## src/rtl/sdcf_pkg.sv

```systemverilog
package sdcf_pkg;

    typedef enum logic [2:0] {
        CMD_NOP = 3'd0,
        CMD_ACT = 3'd1,
        CMD_RD  = 3'd2,
        CMD_WR  = 3'd3,
        CMD_PRE = 3'd4,
        CMD_REF = 3'd5,
        CMD_MRS = 3'd6
    } sdcf_cmd_e;

    typedef enum logic [0:0] {
        S_IDLE  = 1'b0,
        S_BURST = 1'b1
    } sdcf_burst_e;

endpackage

```

## src/rtl/sdcf_decode.sv

```systemverilog
module sdcf_decode
    import sdcf_pkg::*;
(
    input  logic      cs_n,
    input  logic      ras_n,
    input  logic      cas_n,
    input  logic      we_n,
    output sdcf_cmd_e cmd
);

    always_comb begin
        cmd = CMD_NOP;
        if (!cs_n) begin
            unique case ({ras_n, cas_n, we_n})
                3'b011:  cmd = CMD_ACT;
                3'b101:  cmd = CMD_RD;
                3'b100:  cmd = CMD_WR;
                3'b010:  cmd = CMD_PRE;
                3'b001:  cmd = CMD_REF;
                3'b000:  cmd = CMD_MRS;
                default: cmd = CMD_NOP;
            endcase
        end
    end

endmodule

```

## src/rtl/sdcf_bank.sv

```systemverilog
module sdcf_bank #(
    parameter int ROW_W = 11
) (
    input  logic             clk,
    input  logic             rst_n,
    input  logic             cke,
    input  logic             open_set,
    input  logic             close_req,
    input  logic [ROW_W-1:0] row_in,
    output logic             open_o,
    output logic [ROW_W-1:0] row_o
);

    always_ff @(posedge clk) begin
        if (!rst_n) begin
            open_o <= 1'b0;
            row_o  <= '0;
        end else if (cke) begin
            if (open_set) begin
                open_o <= 1'b1;
                row_o  <= row_in;
            end else if (close_req) begin
                open_o <= 1'b0;
            end
        end
    end

endmodule

```

## src/rtl/sdcf_burst.sv

```systemverilog
module sdcf_burst
    import sdcf_pkg::*;
#(
    parameter int BURST_LEN = 4
) (
    input  logic clk,
    input  logic rst_n,
    input  logic cke,
    input  logic start,
    input  logic ap_in,
    input  logic bank_in,
    output logic busy,
    output logic close_fire,
    output logic close_bank
);

    localparam int CNT_W = (BURST_LEN > 1) ? $clog2(BURST_LEN) : 1;

    sdcf_burst_e state_q, state_d;
    logic [CNT_W-1:0] cnt_q, cnt_d;
    logic ap_q, ap_d;
    logic bank_q, bank_d;
    logic last;

    assign last = (state_q == S_BURST) && (cnt_q == '0) && cke;

    always_comb begin
        state_d = state_q;
        cnt_d   = cnt_q;
        ap_d    = ap_q;
        bank_d  = bank_q;
        unique case (state_q)
            S_IDLE: begin
                if (cke && start) begin
                    state_d = S_BURST;
                    cnt_d   = CNT_W'(BURST_LEN - 1);
                    ap_d    = ap_in;
                    bank_d  = bank_in;
                end
            end
            S_BURST: begin
                if (cke) begin
                    if (cnt_q == '0) begin
                        state_d = S_IDLE;
                        ap_d    = 1'b0;
                    end else begin
                        cnt_d = cnt_q - 1'b1;
                    end
                end
            end
            default: state_d = S_IDLE;
        endcase
    end

    always_ff @(posedge clk) begin
        if (!rst_n) begin
            state_q <= S_IDLE;
            cnt_q   <= '0;
            ap_q    <= 1'b0;
            bank_q  <= 1'b0;
        end else begin
            state_q <= state_d;
            cnt_q   <= cnt_d;
            ap_q    <= ap_d;
            bank_q  <= bank_d;
        end
    end

    assign busy       = (state_q == S_BURST);
    assign close_fire = last && ap_q;
    assign close_bank = bank_q;

endmodule

```

## src/rtl/sdram_cmd_front.sv

```systemverilog
module sdram_cmd_front
    import sdcf_pkg::*;
#(
    parameter int ROW_W     = 11,
    parameter int COL_W     = 8,
    parameter int BURST_LEN = 4
) (
    input  logic             clk,
    input  logic             rst_n,
    input  logic             cke,
    input  logic             cs_n,
    input  logic             ras_n,
    input  logic             cas_n,
    input  logic             we_n,
    input  logic [ROW_W:0]   addr,
    output logic [2:0]       cmd_o,
    output logic             bank_o,
    output logic [ROW_W-1:0] row_o,
    output logic [COL_W-1:0] col_o,
    output logic             auto_pre_o,
    output logic             proto_err_o,
    output logic [1:0]       bank_open_o,
    output logic             burst_active_o
);

    localparam int NUM_BANKS = 2;
    localparam int BANK_BIT  = ROW_W;
    localparam int CTRL_BIT  = ROW_W - 1;

    sdcf_cmd_e  cmd_raw;
    logic       bsel;
    logic       sel_open;
    logic       is_rw;
    logic       err;
    logic       act_ok;
    logic       rw_ok;
    logic       pre_hit;
    logic       burst_busy;
    logic       close_fire;
    logic       close_bank;
    logic [NUM_BANKS-1:0] open_v;
    logic [ROW_W-1:0]     row_v [NUM_BANKS];

    sdcf_decode u_dec (
        .cs_n  (cs_n),
        .ras_n (ras_n),
        .cas_n (cas_n),
        .we_n  (we_n),
        .cmd   (cmd_raw)
    );

    assign bsel     = addr[BANK_BIT];
    assign sel_open = open_v[bsel];
    assign is_rw    = (cmd_raw == CMD_RD) || (cmd_raw == CMD_WR);
    assign err      = cke && ((is_rw && (!sel_open || burst_busy)) ||
                              ((cmd_raw == CMD_ACT) && sel_open));
    assign act_ok   = cke && (cmd_raw == CMD_ACT) && !sel_open;
    assign rw_ok    = cke && is_rw && sel_open && !burst_busy;
    assign pre_hit  = cke && (cmd_raw == CMD_PRE);

    sdcf_burst #(.BURST_LEN(BURST_LEN)) u_burst (
        .clk        (clk),
        .rst_n      (rst_n),
        .cke        (cke),
        .start      (rw_ok),
        .ap_in      (addr[CTRL_BIT]),
        .bank_in    (bsel),
        .busy       (burst_busy),
        .close_fire (close_fire),
        .close_bank (close_bank)
    );

    for (genvar b = 0; b < NUM_BANKS; b++) begin : g_bank
        logic set_b;
        logic clr_b;
        assign set_b = act_ok && (bsel == 1'(b));
        assign clr_b = (pre_hit && (addr[CTRL_BIT] || (bsel == 1'(b)))) ||
                       (close_fire && (close_bank == 1'(b)));
        sdcf_bank #(.ROW_W(ROW_W)) u_bank (
            .clk       (clk),
            .rst_n     (rst_n),
            .cke       (cke),
            .open_set  (set_b),
            .close_req (clr_b),
            .row_in    (addr[ROW_W-1:0]),
            .open_o    (open_v[b]),
            .row_o     (row_v[b])
        );
    end

    always_ff @(posedge clk) begin
        if (!rst_n) begin
            cmd_o       <= CMD_NOP;
            proto_err_o <= 1'b0;
            bank_o      <= 1'b0;
            row_o       <= '0;
            col_o       <= '0;
            auto_pre_o  <= 1'b0;
        end else if (!cke) begin
            cmd_o       <= CMD_NOP;
            proto_err_o <= 1'b0;
        end else begin
            proto_err_o <= err;
            cmd_o       <= err ? CMD_NOP : cmd_raw;
            if (act_ok) begin
                bank_o <= bsel;
                row_o  <= addr[ROW_W-1:0];
            end
            if (rw_ok) begin
                bank_o     <= bsel;
                row_o      <= row_v[bsel];
                col_o      <= addr[COL_W-1:0];
                auto_pre_o <= addr[CTRL_BIT];
            end
            if (pre_hit) begin
                bank_o <= bsel;
            end
        end
    end

    assign bank_open_o    = open_v;
    assign burst_active_o = burst_busy;

endmodule

```

## config.mk

```make
export PLATFORM = sky130hd
export DESIGN_NAME = sdram_cmd_front
export DESIGN_NICKNAME = d
export VERILOG_FILES = /design/src/rtl/sdcf_pkg.sv /design/src/rtl/sdcf_decode.sv /design/src/rtl/sdcf_bank.sv /design/src/rtl/sdcf_burst.sv /design/src/rtl/sdram_cmd_front.sv
export SDC_FILE = /design/constraint.sdc
export NUM_CORES = 1
export LEC_CHECK = 0
export ABC_AREA = 1
export BUFFER_PORTS_ARGS = -buffer_cell sky130_fd_sc_hd__buf_2
export CORE_ASPECT_RATIO = 2
export CORE_UTILIZATION = 50
export CTS_BUF_LIST = sky130_fd_sc_hd__clkbuf_16
export DETAILED_ROUTE_END_ITERATION = 7
export PLACE_DENSITY_LB_ADDON = 0.15
export SKIP_LAST_GASP = 1
export SYNTH_ARGS = -nofsm -noshare
export SYNTH_HDL_FRONTEND = slang
export SYNTH_SLANG_ARGS = --single-unit
```

## constraint.sdc

```tcl
create_clock -name clk -period 1.7 [get_ports clk]
set_input_delay 0.085 -clock clk [delete_from_list [all_inputs] [get_ports clk]]
set_output_delay 0.085 -clock clk [all_outputs]
set_load 0.02 [all_outputs]
```

# Yosys cells after proc, flatten, opt, wreduce, memory -nomap -nowiden
# Index checks and enable logic that the tools add are counted.
dict set report op_classes {
  n_mux 28
  n_shift 0
  n_addsub 1
  bitwise_logic 6
  eq_ne 13
  multipliers 0
  n_lt_le_gt_ge 2
  reduce_logical 46
  div_mod_pow 0
}
# cell count
set ops {}
lappend ops {{two-way mux 11 bit} 5}
lappend ops {{logical AND 1 bit} 19}
lappend ops {{one-hot mux 3 bit (6 select lines)} 1}
lappend ops {{AND reduction 2 bit} 9}
lappend ops {{two-way mux 1 bit} 15}
lappend ops {{== test 3 x 2 -> 1 bit (second input constant)} 4}
lappend ops {{== test 3 bit (second input constant)} 3}
lappend ops {{logical OR 1 bit} 7}
lappend ops {{== test 3 x 1 -> 1 bit (second input constant)} 2}
lappend ops {{two-way mux 2 bit} 3}
lappend ops {{inequality test 2 bit (second input constant)} 3}
lappend ops {{AND reduction 3 bit} 2}
lappend ops {{nonzero test 2 bit} 3}
lappend ops {{NOT 1 bit} 5}
lappend ops {{one-hot mux 1 bit (2 select lines)} 2}
lappend ops {{one-hot mux 2 bit (2 select lines)} 1}
lappend ops {{logical NOT 3 bit} 1}
lappend ops {{two-way mux 3 bit} 1}
lappend ops {{nonzero test 3 bit} 1}
lappend ops {{OR reduction 3 bit} 1}
lappend ops {{greater-or-equal comparator 2 bit (second input constant)} 1}
lappend ops {{logical NOT 1 bit} 2}
lappend ops {{logical NOT 2 bit} 1}
lappend ops {{< comparator 1 x 2 -> 1 bit (second input constant)} 1}
lappend ops {{other kinds (3)} 3}
dict set report word_totals {
  inputBits 19
  regBits 54
  mem_bits_rw 0
  mem_count 0
  word_cells 110
  rom_bits 0
  out_inout_bits 28
  latchBits 0
}

# Logic depth before layout (Yosys ltp)
dict set report logic_depth {
  word_depth 11
  depth_mapped 11
  ltp_nobuf 9
}

# Modules after synthesis
# Synthesis repeated with hierarchy kept, for this count alone.
dict set report unflattened {
  cells_unflattened 419
  hier_area_um2 2633.8
}
# module area_each_um2 seq_area_each_um2 instances cells_per_inst
set by_module_without_submodules {}
lappend by_module_without_submodules {sdram_cmd_front 1360.1 500.5 1 222}
lappend by_module_without_submodules {sdcf_bank 493.0 240.2 2 75}
lappend by_module_without_submodules {sdcf_burst 235.2 100.1 1 35}
lappend by_module_without_submodules {sdcf_decode 52.6 0.0 1 12}

# Worst setup path before layout
# No wires, ideal clock.
dict set report synth_path {
  path_kind {register to register}
  from {register u_burst.state_q, in the netlist u_burst.busy}
  to {register u_burst.cnt_q[0]}
  period_less_slack_ps 1295
  path_slack_ps 405
  stages_incl_launch_ff 7
  setup_time_ps 123
  t_arrival_ps 1172
  required_time_ps 1577
  path_cell_list {dfxtp_1 > inv_1 > or2_2 > nand2_1 > nand2_1 > nand2_1 > a21oi_1}
}
dict set report synth_between {
  elab_chain_len 5
  word_cells_on_any_way 9
  cone_classes {eq/ne: 3; mux: 1; bitwise: 1; reduce/logical: 4}
}
# item line
set synth_rtl {}
lappend synth_rtl {{start: declaration} sdcf_burst.sv:19} ;# sdcf_burst_e state_q, state_d;
lappend synth_rtl {{start signal: assignment} sdcf_burst.sv:62} ;# state_q <= state_d;
lappend synth_rtl {{logical NOT 1 bit} sdram_cmd_front.sv:58} ;# assign rw_ok = cke && is_rw && sel_open && !burst_busy;
lappend synth_rtl {{logical AND 1 bit} sdram_cmd_front.sv:58}
lappend synth_rtl {{logical AND 1 bit} sdcf_burst.sv:34} ;# if (cke && start) begin
lappend synth_rtl {{inequality test 2 x 1 -> 1 bit (no source line)} n/a}
lappend synth_rtl {{AND reduction 3 bit (no source line)} n/a}
lappend synth_rtl {{end signal: assignment} sdcf_burst.sv:63} ;# cnt_q <= cnt_d;
lappend synth_rtl {{end: declaration} sdcf_burst.sv:20} ;# logic [CNT_W-1:0] cnt_q, cnt_d;
# Parallel ways exist; a longest one is shown, timed or not.
# A chain may end at the register's enable or synchronous reset.

# Worst setup path after layout
dict set report layout_path {
  from {register g_bank[1].u_bank.open_o}
  to {register row_o[7]}
}
dict set report layout_between {
  elab_chain_len 6
  word_cells_on_any_way 9
  cone_classes {mux: 3; reduce/logical: 6}
}
# item line
set layout_rtl {}
lappend layout_rtl {{start: declaration} sdcf_bank.sv:10} ;# output logic open_o,
lappend layout_rtl {{start signal: assignment} sdcf_bank.sv:16} ;# open_o <= 1'b0;
lappend layout_rtl {{start signal: assignment} sdcf_bank.sv:20} ;# open_o <= 1'b1;
lappend layout_rtl {{start signal: assignment} sdcf_bank.sv:23} ;# open_o <= 1'b0;
lappend layout_rtl {{two-way mux 1 bit (implied by the code) (*) (2 in a row)} sdram_cmd_front.sv:53} ;# assign sel_open = open_v[bsel];
lappend layout_rtl {{logical NOT 1 bit or logical AND 1 bit (tied branches)} {sdram_cmd_front.sv:57, sdram_cmd_front.sv:58}}
lappend layout_rtl {{logical AND 1 bit, on equally long branches} {sdram_cmd_front.sv:57, sdram_cmd_front.sv:58}}
lappend layout_rtl {{nonzero test 2 bit (no source line)} n/a}
lappend layout_rtl {{AND reduction 2 bit (no source line)} n/a}
lappend layout_rtl {{end signal: assignment} sdram_cmd_front.sv:107} ;# row_o <= addr[ROW_W-1:0];
lappend layout_rtl {{end signal: assignment} sdram_cmd_front.sv:111} ;# row_o <= row_v[bsel];
lappend layout_rtl {{end: declaration} sdram_cmd_front.sv:18} ;# output logic [ROW_W-1:0] row_o,
# Mark *: on every way between the ends. The rest lies on a longest branch, timed or not. The select of a mux whose other input is x is not followed.

==> flow_metrics.env <==
export IMPL_status="finished clean"
export IMPL_worstPathArrival_ns=1.65
export IMPL_place_port_buffers=46
export IMPL_drt_first_iter_violations=77
export IMPL_antenna_found_initial=0
export IMPL_grt_pass1_vias=2296
export IMPL_cpPeakStageDelay_ns=0.31
export IMPL_gp_congestion=0.832
export IMPL_powerDensity_nw_per_um2=908
export IMPL_startpoint_type="flip-flop"
export IMPL_postCtsResizedCells=0
export IMPL_timing_setup_tns_ns=0
export IMPL_cts_hold_buffers_added=0
export IMPL_min_period_ns=1.47
export IMPL_num_io_pins=47
export IMPL_firstDrtPassIters=4
export IMPL_core_region_area_um2=4640
export IMPL_dp_cells=442
export IMPL_maxSlewHeadroom=0.750
export IMPL_antenna_cells=0
export IMPL_max_freq_mhz=680
export IMPL_cts_tree="built"
export IMPL_crit_family="simple AND/OR/NAND/NOR gates"
export IMPL_yosysWarnings=0
export IMPL_yosysSeqAreaShare=0.446
export IMPL_drive_above_1_share=0.200
export IMPL_worstSetupPathType="flip-flop to flip-flop"
export IMPL_num_vias=2303
export IMPL_grt_overflow=0
export IMPL_final_area_um2=2830
export IMPL_die_w_um=51.2
export IMPL_synth_nets=371
export IMPL_grtUsageTotal=0.252
export IMPL_initial_core_util=0.522
export IMPL_register_area_um2=1080
export IMPL_die_area_um2=5150
export IMPL_multi_input_area_um2=1120
export IMPL_cts_setup_buffers=0
export IMPL_clkTransAtPathRegs_ns=0.06
export IMPL_top_usage_layer="met2"
export IMPL_hp_class="input pin to flip-flop"
export IMPL_area_growth_pct=16.9
export IMPL_cts_buffers=5
export IMPL_yosys_area_top_type_share=0.446
export IMPL_cap_violations=0
export IMPL_wl_per_cell_um=13.1
export IMPL_path_cells="buf_4 -> inv_1 -> nand2_1 -> nand2_1 -> nand3_1 -> nand2_4 -> inv_1 -> nor2_1 -> nor2_1"
export IMPL_synth_area_leaders="dfxtp_1 45%, nor2_1 13%, nand2_1 13%"
export IMPL_syn_inst=351
export IMPL_drc=0
export IMPL_clock_skew_ns=0.00519
export IMPL_final_common_cell="nor2_1"
export IMPL_maxSlewViolCount=0
export IMPL_finalSetupViolCount=0
export IMPL_yosysUniqueCellTypes=27
export IMPL_clk_insertion_delay_late_ns=0.29
export IMPL_avgSynthCellArea_um2=6.90
export IMPL_cp_num_buf_inv=3
export IMPL_ys_ff_latch=54
export IMPL_totalWireLength_mm=5.91
export IMPL_finalCritPeriodShare=0.865
export IMPL_leakage_nw=1.36
export IMPL_hold_violations=0
export IMPL_peakVddDrop_uv=733
export IMPL_clk_path_buf_depth=2
export IMPL_grt_pass1_wl_mm=9.79
export IMPL_grtUsageMet3=0.0392
export IMPL_gr_usage_met2=0.482
export IMPL_cpMaxStageDelayCell="dfxtp_1"
export IMPL_cts_num_sinks=54
export IMPL_worst_path_max_fanout=18
export IMPL_min_from="addr[8]"
export IMPL_dp_hpwl_mm=4.31
export IMPL_startpoint="g_bank[1].u_bank.open_o"
export IMPL_std_cell_rows=35
export IMPL_die_y_um=100
export IMPL_stdcell_count=450
export IMPL_rr_startpoint="g_bank[1].u_bank.open_o"
export IMPL_yosysTopAreaCell="dfxtp_1"
export IMPL_viasPerCell=5.12
export IMPL_htreeDepth=2
export IMPL_cts_root_buf="clkbuf_16"
export IMPL_tightest_slew_ns=0.375
export IMPL_ant_nets=0
export IMPL_fillCellCount=465
export IMPL_grt_use_met1=0.248
export IMPL_final_util=0.610
export IMPL_final_nets=414
export IMPL_grt_max_degree=23
export IMPL_syn_cell_area_um2=2420
export IMPL_end_kind="flip-flop"
export IMPL_crit_required_ns=1.88
export IMPL_place_area_um2=2670
export IMPL_layout_common_cells="87 x nor2_1, 85 x nand2_1, 54 x dfxtp_1"
export IMPL_grt_setup_unrepaired="no"
-- cell type report --
type	instances	share of cell area
sequential	54	0.382
clock inverter	3	0.0133
tap	55	0.0243
multi-input combinational	256	0.395
inverter	21	0.0296
timing repair buffer	56	0.112
clock buffer	5	0.0442
-- path summary, 6_finish.rpt --
| check | to | slack [ns] | depth (start not counted) |
|---|---|---|---|
| max reg2reg | row_o[7] | 0.23 | 9 |
| max | row_o[7] | 0.23 | 9 |
| min | g_bank[0].u_bank.row_o[8] | 0.06 | 3 |
| min reg2reg | auto_pre_o | 0.47 | 2 |
-- Yosys cell counts --
| cell | number |
|---|---|
| nand3_4 | 1 |
| nor2_1 | 87 |
| o21ai_1 | 7 |
| buf_8 | 1 |
| or2_2 | 1 |
| dfxtp_1 | 54 |
| buf_4 | 5 |
| a21oi_1 | 14 |
| o21ai_0 | 36 |
| nand2_2 | 4 |
| a211oi_1 | 1 |
| nand2_4 | 1 |
| nor2_2 | 3 |
| inv_4 | 2 |
| nand4_1 | 5 |
| ha_1 | 1 |
| clkbuf_1 | 5 |
| a31oi_1 | 1 |
| inv_2 | 4 |
| nand3_1 | 7 |
| buf_2 | 4 |
| nor3_1 | 1 |
| nand2_1 | 85 |
| nor2_4 | 1 |
| inv_1 | 15 |
| buf_6 | 4 |
| buf_1 | 1 |
-- cells by family after synthesis --
family                   count (synthesis)  share of synthesized area
AND/OR/NAND/NOR                        196                      0.333
AO/OA/AOI/OAI                           59                      0.123
flip-flops                              54                      0.446
buffers and inverters                   41                     0.0924
adder cells (fa/ha/maj)                  1                    0.00516
-- tightest hold or removal path: cells and delay by family --
family,cells,cell delay (ns)
buffers and inverters,1,0.10
AND/OR/NAND/NOR,2,0.12
-- routing by layer --
layer	wire (um)	part of all wire
met1	2310	0.39
met5	0	0
met2	3260	0.55
met4	175	0.030
met3	160	0.027
-- sequential cells by signal (all words and copies together) (netlist names), 2 cells and up --
register              flops
row_o                    11
col_o                     8
g_bank.u_bank.open_o      2
g_bank.u_bank.row_o      22
cmd_o                     3
u_burst.cnt_q             2
-- stage by stage --
step                      worst slack [ns]  hold WS [ns]  total power [mW]
final                                0.230        0.0562              2.57
after global routing                0.0828        0.0651              2.66
after CTS                            0.226        0.0559              2.59
after detailed placement             0.208         0.350              1.49
after global placement               0.236         0.347              1.49
after floorplan                      0.405         0.219              1.42
-- report_power, final --
part | total [mW] | internal [mW] | switching [mW]
clock | 1.11 | 0.684 | 0.427
combinational | 0.173 | 0.0566 | 0.116
sequential | 1.29 | 1.28 | 0.00676
No activity file was read; power rests on OpenSTA's default activity.
